`config.mk`:
```
export PLATFORM = sky130hd
export DESIGN_NAME = irq_router
export DESIGN_NICKNAME = d
export VERILOG_FILES = /design/src/rtl/irq_rt_pkg.sv /design/src/rtl/irq_rt_regs.sv /design/src/rtl/irq_rt_pending.sv /design/src/rtl/irq_rt_deliver.sv /design/src/rtl/irq_router.sv
export SDC_FILE = /design/constraint.sdc
export NUM_CORES = 1
export LEC_CHECK = 0
export BUFFER_PORTS_ARGS = -buffer_cell sky130_fd_sc_hd__buf_2
export CAP_MARGIN = 5
export CORE_MARGIN = 3
export CORE_UTILIZATION = 45
export DETAILED_ROUTE_END_ITERATION = 8
export PLACE_DENSITY = 0.7
export SYNTH_ARGS = -nofsm -noshare
export SYNTH_HDL_FRONTEND = slang
export SYNTH_HIERARCHICAL = 1
export SYNTH_SLANG_ARGS = --single-unit
```
`constraint.sdc`:
```
create_clock -name clk -period 28.2 [get_ports clk]
set_clock_uncertainty 0.15 [all_clocks]
set_input_delay 2.82 -clock clk [delete_from_list [all_inputs] [get_ports clk]]
set_output_delay 2.82 -clock clk [all_outputs]
set_load 0.1 [all_outputs]
```
`src/rtl/irq_rt_pkg.sv`:
```
package irq_rt_pkg;

  // register offsets seen by software
  localparam logic [7:0] OFS_SEL = 8'h00;
  localparam logic [7:0] OFS_WIN = 8'h10;

  // selector indices
  localparam logic [7:0] IDX_ID  = 8'h00;
  localparam logic [7:0] IDX_VER = 8'h01;
  localparam logic [7:0] IDX_TBL = 8'h10;

  // low-word bit positions
  localparam int B_MODE    = 8;
  localparam int B_LOGICAL = 11;
  localparam int B_STATUS  = 12;
  localparam int B_POL     = 13;
  localparam int B_RIRR    = 14;
  localparam int B_LEVEL   = 15;
  localparam int B_MASK    = 16;
  // high-word position of the destination
  localparam int B_DEST    = 24;

  // only the writable fields are stored
  typedef struct packed {
    logic [7:0] dest;
    logic       mask;
    logic       level;
    logic       pol;
    logic       logical;
    logic [2:0] mode;
    logic [7:0] vec;
  } rt_entry_t;

endpackage

```
`src/rtl/irq_rt_regs.sv`:
```
module irq_rt_regs
  import irq_rt_pkg::*;
#(
  parameter int NUM_PINS = 24,
  localparam int IDX_W   = (NUM_PINS > 1) ? $clog2(NUM_PINS) : 1
) (
  input  logic                       clk,
  input  logic                       rst_n,
  input  logic                       reg_wr,
  input  logic [7:0]                 reg_addr,
  input  logic [31:0]                reg_wdata,
  output logic [31:0]                reg_rdata,
  input  logic [NUM_PINS-1:0]        pend,
  input  logic [NUM_PINS-1:0]        rirr,
  output rt_entry_t [NUM_PINS-1:0]   tbl_o,
  output logic [7:0]                 sel_o
);

  localparam int TBL_SPAN = 2 * NUM_PINS;
  localparam logic [31:0] VERSION = {8'h00, 8'(NUM_PINS - 1), 8'h00, 8'h11};

  logic [7:0] sel_q, sel_d;
  logic [3:0] id_q, id_d;
  logic       win_wr;
  logic [7:0] sel_off;
  logic       tbl_hit;
  logic       odd_half;
  logic [IDX_W-1:0] ent_idx;
  logic [31:0] win_data;
  logic       unused_wdata;

  assign unused_wdata = ^reg_wdata[23:17];

  assign win_wr   = reg_wr && (reg_addr == OFS_WIN);
  assign sel_off  = sel_q - IDX_TBL;
  assign tbl_hit  = (sel_q >= IDX_TBL) && ({1'b0, sel_off} < 9'(TBL_SPAN));
  assign odd_half = sel_off[0];
  assign ent_idx  = IDX_W'(sel_off >> 1);

  // selector and ID next state
  always_comb begin
    sel_d = sel_q;
    if (reg_wr && (reg_addr == OFS_SEL)) sel_d = reg_wdata[7:0];
  end

  always_comb begin
    id_d = id_q;
    if (win_wr && (sel_q == IDX_ID)) id_d = reg_wdata[27:24];
  end

  always_ff @(posedge clk or negedge rst_n) begin
    if (!rst_n) begin
      sel_q <= '0;
      id_q  <= '0;
    end else begin
      sel_q <= sel_d;
      id_q  <= id_d;
    end
  end

  // one storage slice per table entry
  for (genvar g = 0; g < NUM_PINS; g++) begin : g_ent
    rt_entry_t ent_q, ent_d;
    logic      lo_we, hi_we;

    assign lo_we = win_wr && tbl_hit && (ent_idx == IDX_W'(g)) && !odd_half;
    assign hi_we = win_wr && tbl_hit && (ent_idx == IDX_W'(g)) &&  odd_half;

    always_comb begin
      ent_d = ent_q;
      if (lo_we) begin
        ent_d.vec     = reg_wdata[7:0];
        ent_d.mode    = reg_wdata[B_MODE +: 3];
        ent_d.logical = reg_wdata[B_LOGICAL];
        ent_d.pol     = reg_wdata[B_POL];
        ent_d.level   = reg_wdata[B_LEVEL];
        ent_d.mask    = reg_wdata[B_MASK];
      end
      if (hi_we) begin
        ent_d.dest    = reg_wdata[B_DEST +: 8];
      end
    end

    always_ff @(posedge clk or negedge rst_n) begin
      if (!rst_n) begin
        ent_q      <= '0;
        ent_q.mask <= 1'b1;
      end else if (lo_we || hi_we) begin
        ent_q <= ent_d;
      end
    end

    assign tbl_o[g] = ent_q;
  end

  // data window read path
  always_comb begin
    win_data = '0;
    if (sel_q == IDX_ID) begin
      win_data[27:24] = id_q;
    end else if (sel_q == IDX_VER) begin
      win_data = VERSION;
    end else if (tbl_hit) begin
      if (odd_half) begin
        win_data[B_DEST +: 8] = tbl_o[ent_idx].dest;
      end else begin
        win_data[7:0]          = tbl_o[ent_idx].vec;
        win_data[B_MODE +: 3]  = tbl_o[ent_idx].mode;
        win_data[B_LOGICAL]    = tbl_o[ent_idx].logical;
        win_data[B_STATUS]     = pend[ent_idx];
        win_data[B_POL]        = tbl_o[ent_idx].pol;
        win_data[B_RIRR]       = rirr[ent_idx];
        win_data[B_LEVEL]      = tbl_o[ent_idx].level;
        win_data[B_MASK]       = tbl_o[ent_idx].mask;
      end
    end
  end

  always_comb begin
    case (reg_addr)
      OFS_SEL: reg_rdata = {24'h0, sel_q};
      OFS_WIN: reg_rdata = win_data;
      default: reg_rdata = '0;
    endcase
  end

  assign sel_o = sel_q;

endmodule

```
`src/rtl/irq_rt_pending.sv`:
```
module irq_rt_pending #(
  parameter int NUM_PINS = 24,
  localparam int PIN_W   = (NUM_PINS > 1) ? $clog2(NUM_PINS) : 1
) (
  input  logic                clk,
  input  logic                rst_n,
  input  logic [NUM_PINS-1:0] irq_in,
  input  logic [NUM_PINS-1:0] pol_vec,
  input  logic [NUM_PINS-1:0] level_vec,
  input  logic                hs_fire,
  input  logic [PIN_W-1:0]    hs_pin,
  output logic [NUM_PINS-1:0] pend_o,
  output logic [NUM_PINS-1:0] rirr_o
);

  for (genvar g = 0; g < NUM_PINS; g++) begin : g_pin
    logic act, prev_q, prev_d;
    logic pend_q, pend_d;
    logic rirr_q, rirr_d;
    logic hs_this;

    // polarity first, then edge or level detection
    assign act     = irq_in[g] ^ pol_vec[g];
    assign hs_this = hs_fire && (hs_pin == PIN_W'(g));
    assign prev_d  = act;

    always_comb begin
      pend_d = pend_q;
      if (hs_this) pend_d = 1'b0;
      if (level_vec[g]) begin
        if (!act)                      pend_d = 1'b0;
        else if (!rirr_q && !hs_this)  pend_d = 1'b1;
      end else if (act && !prev_q) begin
        pend_d = 1'b1;
      end
    end

    always_comb begin
      rirr_d = rirr_q;
      if (!level_vec[g] || !act) rirr_d = 1'b0;
      else if (hs_this)          rirr_d = 1'b1;
    end

    always_ff @(posedge clk or negedge rst_n) begin
      if (!rst_n) begin
        prev_q <= 1'b0;
        pend_q <= 1'b0;
        rirr_q <= 1'b0;
      end else begin
        prev_q <= prev_d;
        pend_q <= pend_d;
        rirr_q <= rirr_d;
      end
    end

    assign pend_o[g] = pend_q;
    assign rirr_o[g] = rirr_q;
  end

endmodule

```
`src/rtl/irq_rt_deliver.sv`:
```
module irq_rt_deliver
  import irq_rt_pkg::*;
#(
  parameter int NUM_PINS = 24,
  localparam int PIN_W   = (NUM_PINS > 1) ? $clog2(NUM_PINS) : 1
) (
  input  logic                     clk,
  input  logic                     rst_n,
  input  logic [NUM_PINS-1:0]      elig,
  input  rt_entry_t [NUM_PINS-1:0] tbl,
  input  logic                     dlv_ready,
  output logic                     dlv_valid,
  output logic [7:0]               dlv_vector,
  output logic [7:0]               dlv_dest,
  output logic [2:0]               dlv_mode,
  output logic                     dlv_logical,
  output logic                     dlv_level,
  output logic [PIN_W-1:0]         dlv_pin,
  output logic                     hs_fire
);

  logic             found;
  logic [PIN_W-1:0] pick;
  logic             valid_q, valid_d;
  logic             load;
  rt_entry_t        pick_ent;
  rt_entry_t        ent_q;
  logic [PIN_W-1:0] pin_q;
  logic             unused_tbl;

  assign unused_tbl = ^{tbl[0].mask, tbl[0].pol};

  // lowest-numbered eligible line wins
  always_comb begin
    found = 1'b0;
    pick  = '0;
    for (int i = NUM_PINS - 1; i >= 0; i--) begin
      if (elig[i]) begin
        found = 1'b1;
        pick  = PIN_W'(i);
      end
    end
  end

  assign pick_ent = tbl[pick];
  assign load     = !valid_q && found;
  assign hs_fire  = valid_q && dlv_ready;

  always_comb begin
    valid_d = valid_q;
    if (!valid_q)      valid_d = found;
    else if (dlv_ready) valid_d = 1'b0;
  end

  always_ff @(posedge clk or negedge rst_n) begin
    if (!rst_n) valid_q <= 1'b0;
    else        valid_q <= valid_d;
  end

  always_ff @(posedge clk or negedge rst_n) begin
    if (!rst_n) begin
      ent_q <= '0;
      pin_q <= '0;
    end else if (load) begin
      ent_q <= pick_ent;
      pin_q <= pick;
    end
  end

  assign dlv_valid   = valid_q;
  assign dlv_vector  = ent_q.vec;
  assign dlv_dest    = ent_q.dest;
  assign dlv_mode    = ent_q.mode;
  assign dlv_logical = ent_q.logical;
  assign dlv_level   = ent_q.level;
  assign dlv_pin     = pin_q;

endmodule

```
`src/rtl/irq_router.sv`:
```
module irq_router
  import irq_rt_pkg::*;
#(
  parameter int NUM_PINS = 24,
  localparam int PIN_W   = (NUM_PINS > 1) ? $clog2(NUM_PINS) : 1
) (
  input  logic                clk,
  input  logic                rst_n,
  input  logic                reg_wr,
  input  logic [7:0]          reg_addr,
  input  logic [31:0]         reg_wdata,
  output logic [31:0]         reg_rdata,
  input  logic [NUM_PINS-1:0] irq_in,
  output logic                dlv_valid,
  input  logic                dlv_ready,
  output logic [7:0]          dlv_vector,
  output logic [7:0]          dlv_dest,
  output logic [2:0]          dlv_mode,
  output logic                dlv_logical,
  output logic                dlv_level,
  output logic [PIN_W-1:0]    dlv_pin
);

  logic rst_m_q, rst_sync_n;
  rt_entry_t [NUM_PINS-1:0] tbl;
  logic [NUM_PINS-1:0] pend_vec, rirr_vec, mask_vec, pol_vec, level_vec, elig_vec;
  logic [7:0]          sel_idx;
  logic                hs_fire;

  // asynchronous assert, synchronous release
  always_ff @(posedge clk or negedge rst_n) begin
    if (!rst_n) begin
      rst_m_q    <= 1'b0;
      rst_sync_n <= 1'b0;
    end else begin
      rst_m_q    <= 1'b1;
      rst_sync_n <= rst_m_q;
    end
  end

  for (genvar g = 0; g < NUM_PINS; g++) begin : g_fld
    assign mask_vec[g]  = tbl[g].mask;
    assign pol_vec[g]   = tbl[g].pol;
    assign level_vec[g] = tbl[g].level;
  end

  assign elig_vec = pend_vec & ~mask_vec;

  irq_rt_regs #(.NUM_PINS(NUM_PINS)) u_regs (
    .clk       (clk),
    .rst_n     (rst_sync_n),
    .reg_wr    (reg_wr),
    .reg_addr  (reg_addr),
    .reg_wdata (reg_wdata),
    .reg_rdata (reg_rdata),
    .pend      (pend_vec),
    .rirr      (rirr_vec),
    .tbl_o     (tbl),
    .sel_o     (sel_idx)
  );

  irq_rt_pending #(.NUM_PINS(NUM_PINS)) u_pend (
    .clk       (clk),
    .rst_n     (rst_sync_n),
    .irq_in    (irq_in),
    .pol_vec   (pol_vec),
    .level_vec (level_vec),
    .hs_fire   (hs_fire),
    .hs_pin    (dlv_pin),
    .pend_o    (pend_vec),
    .rirr_o    (rirr_vec)
  );

  irq_rt_deliver #(.NUM_PINS(NUM_PINS)) u_dlv (
    .clk         (clk),
    .rst_n       (rst_sync_n),
    .elig        (elig_vec),
    .tbl         (tbl),
    .dlv_ready   (dlv_ready),
    .dlv_valid   (dlv_valid),
    .dlv_vector  (dlv_vector),
    .dlv_dest    (dlv_dest),
    .dlv_mode    (dlv_mode),
    .dlv_logical (dlv_logical),
    .dlv_level   (dlv_level),
    .dlv_pin     (dlv_pin),
    .hs_fire     (hs_fire)
  );

endmodule

```
==> results of run 1 <==
[area by class of cell]
type,count,area (µm²),share of cell area [%]
clock inverters,22,241,0.609
clock buffers,109,2160,5.46
inverters,57,214,0.539
repair buffers,157,933,2.35
multi-input cells,1945,18100,45.7
flip-flops and latches,665,16700,42.1
well taps,1050,1310,3.31
diodes,2,5.00,0.0126
[per-stage QoR]
step                      instance area [µm²]  total power [W]  util (%)
after floorplan                         36300          0.00111         -
after global placement                  37300          0.00116      46.9
after detailed placement                37300          0.00116      46.9
after CTS                               39700          0.00213      50.0
after global routing                    39700          0.00218      50.0
final                                   39700          0.00212      50.0
[state kept, by name (all words and copies together) (netlist names)]
signal               flops
u_dlv/dlv_pin            5
u_pend/g_pin.prev_q     24
u_dlv/dlv_logical        1
u_regs/sel_o             8
u_regs/id_q              4
u_dlv/dlv_mode           3
rst_sync_n               1
u_dlv/dlv_dest           8
rst_m_q                  1
u_dlv/dlv_vector         8
u_pend/g_pin.pend_q     24
u_regs/tbl_o           552
u_dlv/dlv_valid          1
u_pend/g_pin.rirr_q     24
u_dlv/dlv_level          1
[layout by cell type (no fill, tap or decap), types with 16 or more instances in the layout]
master and instances:
a21oi_1 93, a221oi_1 49, a22oi_1 31, a31oi_1 42
buf_2 113, buf_4 41, clkbuf_1 18, clkbuf_16 75
clkbuf_8 16, dfrtp_1 637, dfstp_2 24, inv_1 53
mux2_2 560, mux2i_1 82, mux4_2 172, nand2_1 245
nand3_1 75, nor2_1 105, nor2_2 29, nor2b_1 31
nor2b_4 24, nor3_1 27, o211a_1 26, o21ai_0 23
o221ai_1 36, o22ai_1 29, o311ai_0 27, xor2_1 25
[power by group through the flow]
stage | sequential (W) | clock [W] | combinational (W)
detailed placement | 0.000991 | 0 | 0.000173
global route | 0.000974 | 0.00102 | 0.000182
global placement | 0.000991 | 0 | 0.000172
finish | 0.000974 | 0.000973 | 0.000175
floorplan | 0.00103 | 0 | 0.0000799
CTS | 0.000974 | 0.000985 | 0.000173
[critical path, delay by kind of cell]
kind                   cells  cell delay, ns
AOI/OAI and AO/OA          1            0.84
buffers and inverters      2            0.65
and+or+nand+nor            4            1.91
[cell families (layout without fill, tap and decap cells)]
kind of cell / Yosys count / after routing / synth area share, %
mux: 819 / 819 / 30.5
flops: 665 / 665 / 46.0
simple gates: 652 / 652 / 9.51
compound gates: 442 / 442 / 8.95
buf+inv: 329 / 345 / 4.36
xor+xnor: 25 / 25 / 0.604
fa+ha+maj: 2 / 2 / 0.0690
other cells: 2 / 7 / 0.0207
[worst paths after layout]
path / start / to / slack (ns) / cells past startpoint
hold / removal: rst_sync_n / u_regs/tbl_o[399] / 0.20 / 0
max in group asynchronous: rst_sync_n / u_regs/tbl_o[430] / 24.56 / 3
setup reg to reg: u_pend/g_pin[19].pend_q / u_dlv/dlv_dest[6] / 23.53 / 9
min in group clk: rst_m_q / rst_sync_n / 0.20 / 0
setup / recovery: reg_addr[1] / reg_rdata[2] / 19.00 / 7
hold reg to reg: rst_sync_n / u_regs/tbl_o[399] / 0.20 / 0
[routing by layer]
| layer | GRT usage [%] | up-vias | share of wire [%] |
|---|---|---|---|
| li1 | - | 10900 | - |
| met1 | 37.7 | 13900 | 39 |
| met2 | 42.3 | 1669 | 44 |
| met3 | 7.00 | 378 | 11 |
| met4 | 14.6 | 0 | 5.9 |
| met5 | 0 | - | 0 |
==> results.sh, run 1 <==
export IMPL_outcome="finished, final reports clean"
export IMPL_cp_start_kind="primary input"
export IMPL_clkSinkCount=665
export IMPL_io_pins=127
export IMPL_cts_setup_buffers=0
export IMPL_post_cts_resized=0
export IMPL_hold_viol=0
export IMPL_leakagePower_nw=18.2
export IMPL_p_sw_share_pct=26.5
export IMPL_synth_cell_type_count=87
export IMPL_yosys_top_cells_area="dfrtp_1, mux2_2, mux4_2"
export IMPL_synthFlopType="dfrtp_1"
export IMPL_synth_edf_count=0
export IMPL_yosysMostFrequentCell="dfrtp_1"
export IMPL_synth_common_cells="dfrtp_1, mux2_2, nand2_1"
export IMPL_synth_seq_cells=665
export IMPL_drt_initial_drc_count=2972
export IMPL_die_width_um=290
export IMPL_dp_cells=3874
export IMPL_switchingPower_w=0.000562
export IMPL_worst_ir_drop_vdd_v=0.0000465
export IMPL_ctsRootBufferMaster="clkbuf_16"
export IMPL_holdBufCountCts=0
export IMPL_finalWorstSetupSlack_ns=19.00
export IMPL_synth_async_reset_ratio_pct=100
export IMPL_max_freq_ghz=0.109
export IMPL_tightestPinTransition_ns=1.23
export IMPL_cts_buffers=75
export IMPL_worstPathRequired_ns=25.23
export IMPL_io_buffer_count=113
export IMPL_finalNonFillerCells=4007
export IMPL_min_period_ns=9.20
export IMPL_rsz0062_at_grt="false"
export IMPL_fin_hold_ws_ns=0.199
export IMPL_syn_inst=2936
export IMPL_dpl_worst_slack_ns=19.21
export IMPL_grt_pass1_wl_um=178000
export IMPL_clk_insertion_delay_late_ns=0.64
export IMPL_areaGrowthSynthToFinish_pct=9.42
export IMPL_start_util_pct=45.7
export IMPL_ys_seq_area_share_pct=46.0
export IMPL_wl_per_cell_um=30.2
export IMPL_crit_arrival_ns=6.23
export IMPL_slew_headroom_pct=17.9
export IMPL_p_int_w=0.00156
export IMPL_cp_common_cell="buf_2"
export IMPL_p_clk_share_pct=45.9
export IMPL_maxSlewViolCount=0
export IMPL_slowest_stage="o221ai_1"
export IMPL_synth_area_per_cell_um2=12.3
export IMPL_setup_tns_ns=0
export IMPL_yosysWarnings=6
export IMPL_comb_power_share_pct=8.2
export IMPL_grt_max_degree=177
export IMPL_core_area_mm2=0.0794
export IMPL_rows=103
export IMPL_final_nets=2971
export IMPL_crit_fanout=13
export IMPL_setup_violations=0
export IMPL_dieArea_mm2=0.0840
export IMPL_crit_chain="buf_2 -> or4_1 -> nor3_1 -> and3_1 -> nand2_1 -> o221ai_1 -> buf_2"
export IMPL_end_kind="output pin"
export IMPL_vias=26900
export IMPL_htreeDepth=3
export IMPL_yosys_area_top_type="dfrtp_1"
export IMPL_drive_above_1_share_pct=38.6
export IMPL_vias_per_cell=6.70
export IMPL_hold_class="reg -> async"
export IMPL_fin_crit_sh_pct=32.6
export IMPL_grt_pass1_vias=26500
export IMPL_dr_pass1_iters=5
export IMPL_place_hpwl_um=73100
export IMPL_cap_violations=0
export IMPL_cts_tree="built"
export IMPL_gp_congestion=0.871
export IMPL_clock_path_buffers=3
export IMPL_synth_top_area_share_pct=44.2
export IMPL_netlist_area_mm2=0.0363
export IMPL_clk_pin_slew_ns=0.06
export IMPL_ant_nets=0
export IMPL_n_fill_cell=7000
export IMPL_critical_path_class="in -> out"
export IMPL_power_density_mw_per_mm2=53.5
export IMPL_overflow=0
export IMPL_post_route_drc_count=0
export IMPL_power_frac_seq_pct=45.9
export IMPL_track_usage_pct=28.1
export IMPL_drt_total_wl_um=121000
export IMPL_die_h_um=290
export IMPL_max_stage_delay_ns=0.84
export IMPL_antenna_found_initial=4
No activity file was read; power rests on OpenSTA's default activity.
==> run 2, diff against run 1 <==
- PLACE_DENSITY: 0.7 -> 0.72
- clock period: 28.2 -> 7.8 ns (I/O delays scaled with it)
==> run 2 against run 1 <==
Via count is 0.67% lower. Global-route usage fell by 0.60 points. Sequential share of layout area fell by 0.18 points. Clock power grew to 3.7 times the previous value. First-iteration DRC count increased by 6.8%. Critical path type is now reg -> out. Critical endpoint unchanged. Largest power group is now clock.
==> results.sh, run 2 (synthesized netlist as in run 1, its figures left out) <==
export IMPL_worstHoldStart="rst_m_q"
export IMPL_overflow=0
export IMPL_hold_viol=0
export IMPL_power_frac_seq_pct=45.3
export IMPL_core_area_mm2=0.0794
export IMPL_n_fill_cell=6870
export IMPL_switchingPower_w=0.00206
export IMPL_clk_insertion_delay_late_ns=0.65
export IMPL_grt_pass1_wl_um=174000
export IMPL_max_freq_ghz=0.172
export IMPL_setup_tns_ns=0
export IMPL_min_period_ns=5.80
export IMPL_worst_ir_drop_vdd_v=0.000158
export IMPL_die_width_um=290
export IMPL_place_hpwl_um=71800
export IMPL_maxSlewViolCount=0
export IMPL_wl_per_cell_um=29.5
export IMPL_p_total_w=0.00778
export IMPL_hold_class="reg -> reg"
export IMPL_fin_crit_sh_pct=74.4
export IMPL_dieArea_mm2=0.0840
export IMPL_whs_path_depth=0
export IMPL_place_area_mm2=0.0373
export IMPL_cts_tree="built"
export IMPL_crit_family="simple AND/OR/NAND/NOR gates"
export IMPL_post_cts_resized=0
export IMPL_rsz0062_at_grt="false"
export IMPL_slowest_stage="dfrtp_1"
export IMPL_tightestPinTransition_ns=1.20
export IMPL_clk_pin_slew_ns=0.06
export IMPL_cp_num_buf_inv=2
export IMPL_htreeDepth=3
export IMPL_final_nets=2976
export IMPL_io_buffer_count=113
export IMPL_leakagePower_nw=18.3
export IMPL_r2r_start="u_pend/g_pin[19].pend_q"
export IMPL_grt_max_degree=176
export IMPL_cts_buffers=75
export IMPL_design_area_mm2=0.0398
export IMPL_slew_headroom_pct=20.1
export IMPL_cp_start_kind="register"
export IMPL_critical_path_class="reg -> out"
export IMPL_final_cell_mix="dfrtp_1, mux2_2, nand2_1"
export IMPL_crit_fanout=13
export IMPL_areaGrowthSynthToFinish_pct=9.87
export IMPL_start_util_pct=45.7
export IMPL_r2r_end="u_dlv/dlv_dest[6]"
export IMPL_power_density_mw_per_mm2=195
export IMPL_io_pins=127
export IMPL_grt_pass1_vias=26400
export IMPL_gp_congestion=0.899
export IMPL_setup_violations=0
export IMPL_fin_util_pct=50.2
export IMPL_holdPathEnd="rst_sync_n"
export IMPL_dr_pass1_iters=6
export IMPL_drive_above_1_share_pct=38.6
export IMPL_crit_arrival_ns=4.87
export IMPL_final_common_cell="dfrtp_1"
export IMPL_r2r_setup_slack_ns=3.36
export IMPL_clock_path_buffers=3
export IMPL_antenna_found_initial=4
export IMPL_clkSinkCount=665
export IMPL_cap_violations=0
export IMPL_outcome="finished, final reports clean"
export IMPL_worstPathRequired_ns=6.87
export IMPL_p_clk_share_pct=46.6
export IMPL_vias=26700
export IMPL_max_stage_delay_ns=0.90
export IMPL_comb_power_share_pct=8.1
export IMPL_post_route_drc_count=0
export IMPL_largest_reg_flops=552
export IMPL_end_kind="output pin"
export IMPL_die_h_um=290
export IMPL_drt_initial_drc_count=3174
export IMPL_rows=103
export IMPL_ctsRootBufferMaster="clkbuf_16"
export IMPL_crit_chain="inv_2 -> ha_1 -> nor4bb_1 -> a31o_2 -> and3_1 -> nand2_1 -> o221ai_1 -> buf_2"
export IMPL_track_usage_pct=27.5
export IMPL_vias_per_cell=6.64
export IMPL_p_sw_share_pct=26.4
export IMPL_p_int_w=0.00572
export IMPL_ant_nets=0
export IMPL_worst_r2r_cell_count=9
export IMPL_drt_total_wl_um=119000
==> run 2: power groups by stage <==
stage | combinational [W] | sequential (W) | clock, W
after floorplan | 0.000289 | 0.00371 | 0
after global placement | 0.000619 | 0.00358 | 0
after detailed placement | 0.000621 | 0.00358 | 0
after CTS | 0.000624 | 0.00352 | 0.00366
after global routing | 0.000660 | 0.00352 | 0.00381
final | 0.000631 | 0.00352 | 0.00363
==> run 2: final cells by class <==
type                    instances  area (µm²)  area share (%)
flip-flops and latches        665       16700            41.9
well taps                    1050        1310            3.30
diodes                          4        10.0          0.0251
clock inverters                19         249           0.625
repair buffers                162         998            2.51
clock buffers                 114        2260            5.68
multi-input cells            1945       18100            45.4
inverters                      57         214           0.537
==> run 2: how the worst max path moves through the flow <==
stage | from | depth (start not counted) | endpoint
final | u_regs/sel_o[4] | 8 | reg_rdata[2]
after global routing | u_regs/sel_o[4] | 8 | reg_rdata[2]
after CTS | u_regs/sel_o[4] | 8 | reg_rdata[2]
after detailed placement | reg_addr[1] | 7 | reg_rdata[2]
after global placement | reg_addr[1] | 7 | reg_rdata[1]
after floorplan | rst_sync_n | 0 | u_dlv/dlv_dest[0]
==> run 2: routing by layer <==
layer  vias to the layer above  global-route usage [%]  share of wire, %
met5                         -                       0                 0
met4                         0                    13.9               5.6
met3                       383                    8.44                12
met2                      1605                    40.4                44
met1                     13800                    37.0                39
li1                      10900                       -                 -
==> run 2: timing repair <==
action,4_1_cts,5_1_grt
hold buffers,1,0
buffers inserted,0,0
hold endpoints to repair,2,0
==> run 2: metrics by stage <==
| stage | instances | setup slack, ns | hold WS [ns] |
|---|---|---|---|
| 2_1_floorplan | 2939 | 1.23 | 0.181 |
| 3_3_place_gp | 3878 | 2.95 | 0.186 |
| 3_5_place_dp | 3878 | 2.96 | 0.185 |
| 4_1_cts | 4012 | 2.24 | 0.192 |
| 5_1_grt | 4014 | 1.98 | 0.201 |
| 6_report | 4016 | 2.00 | 0.189 |
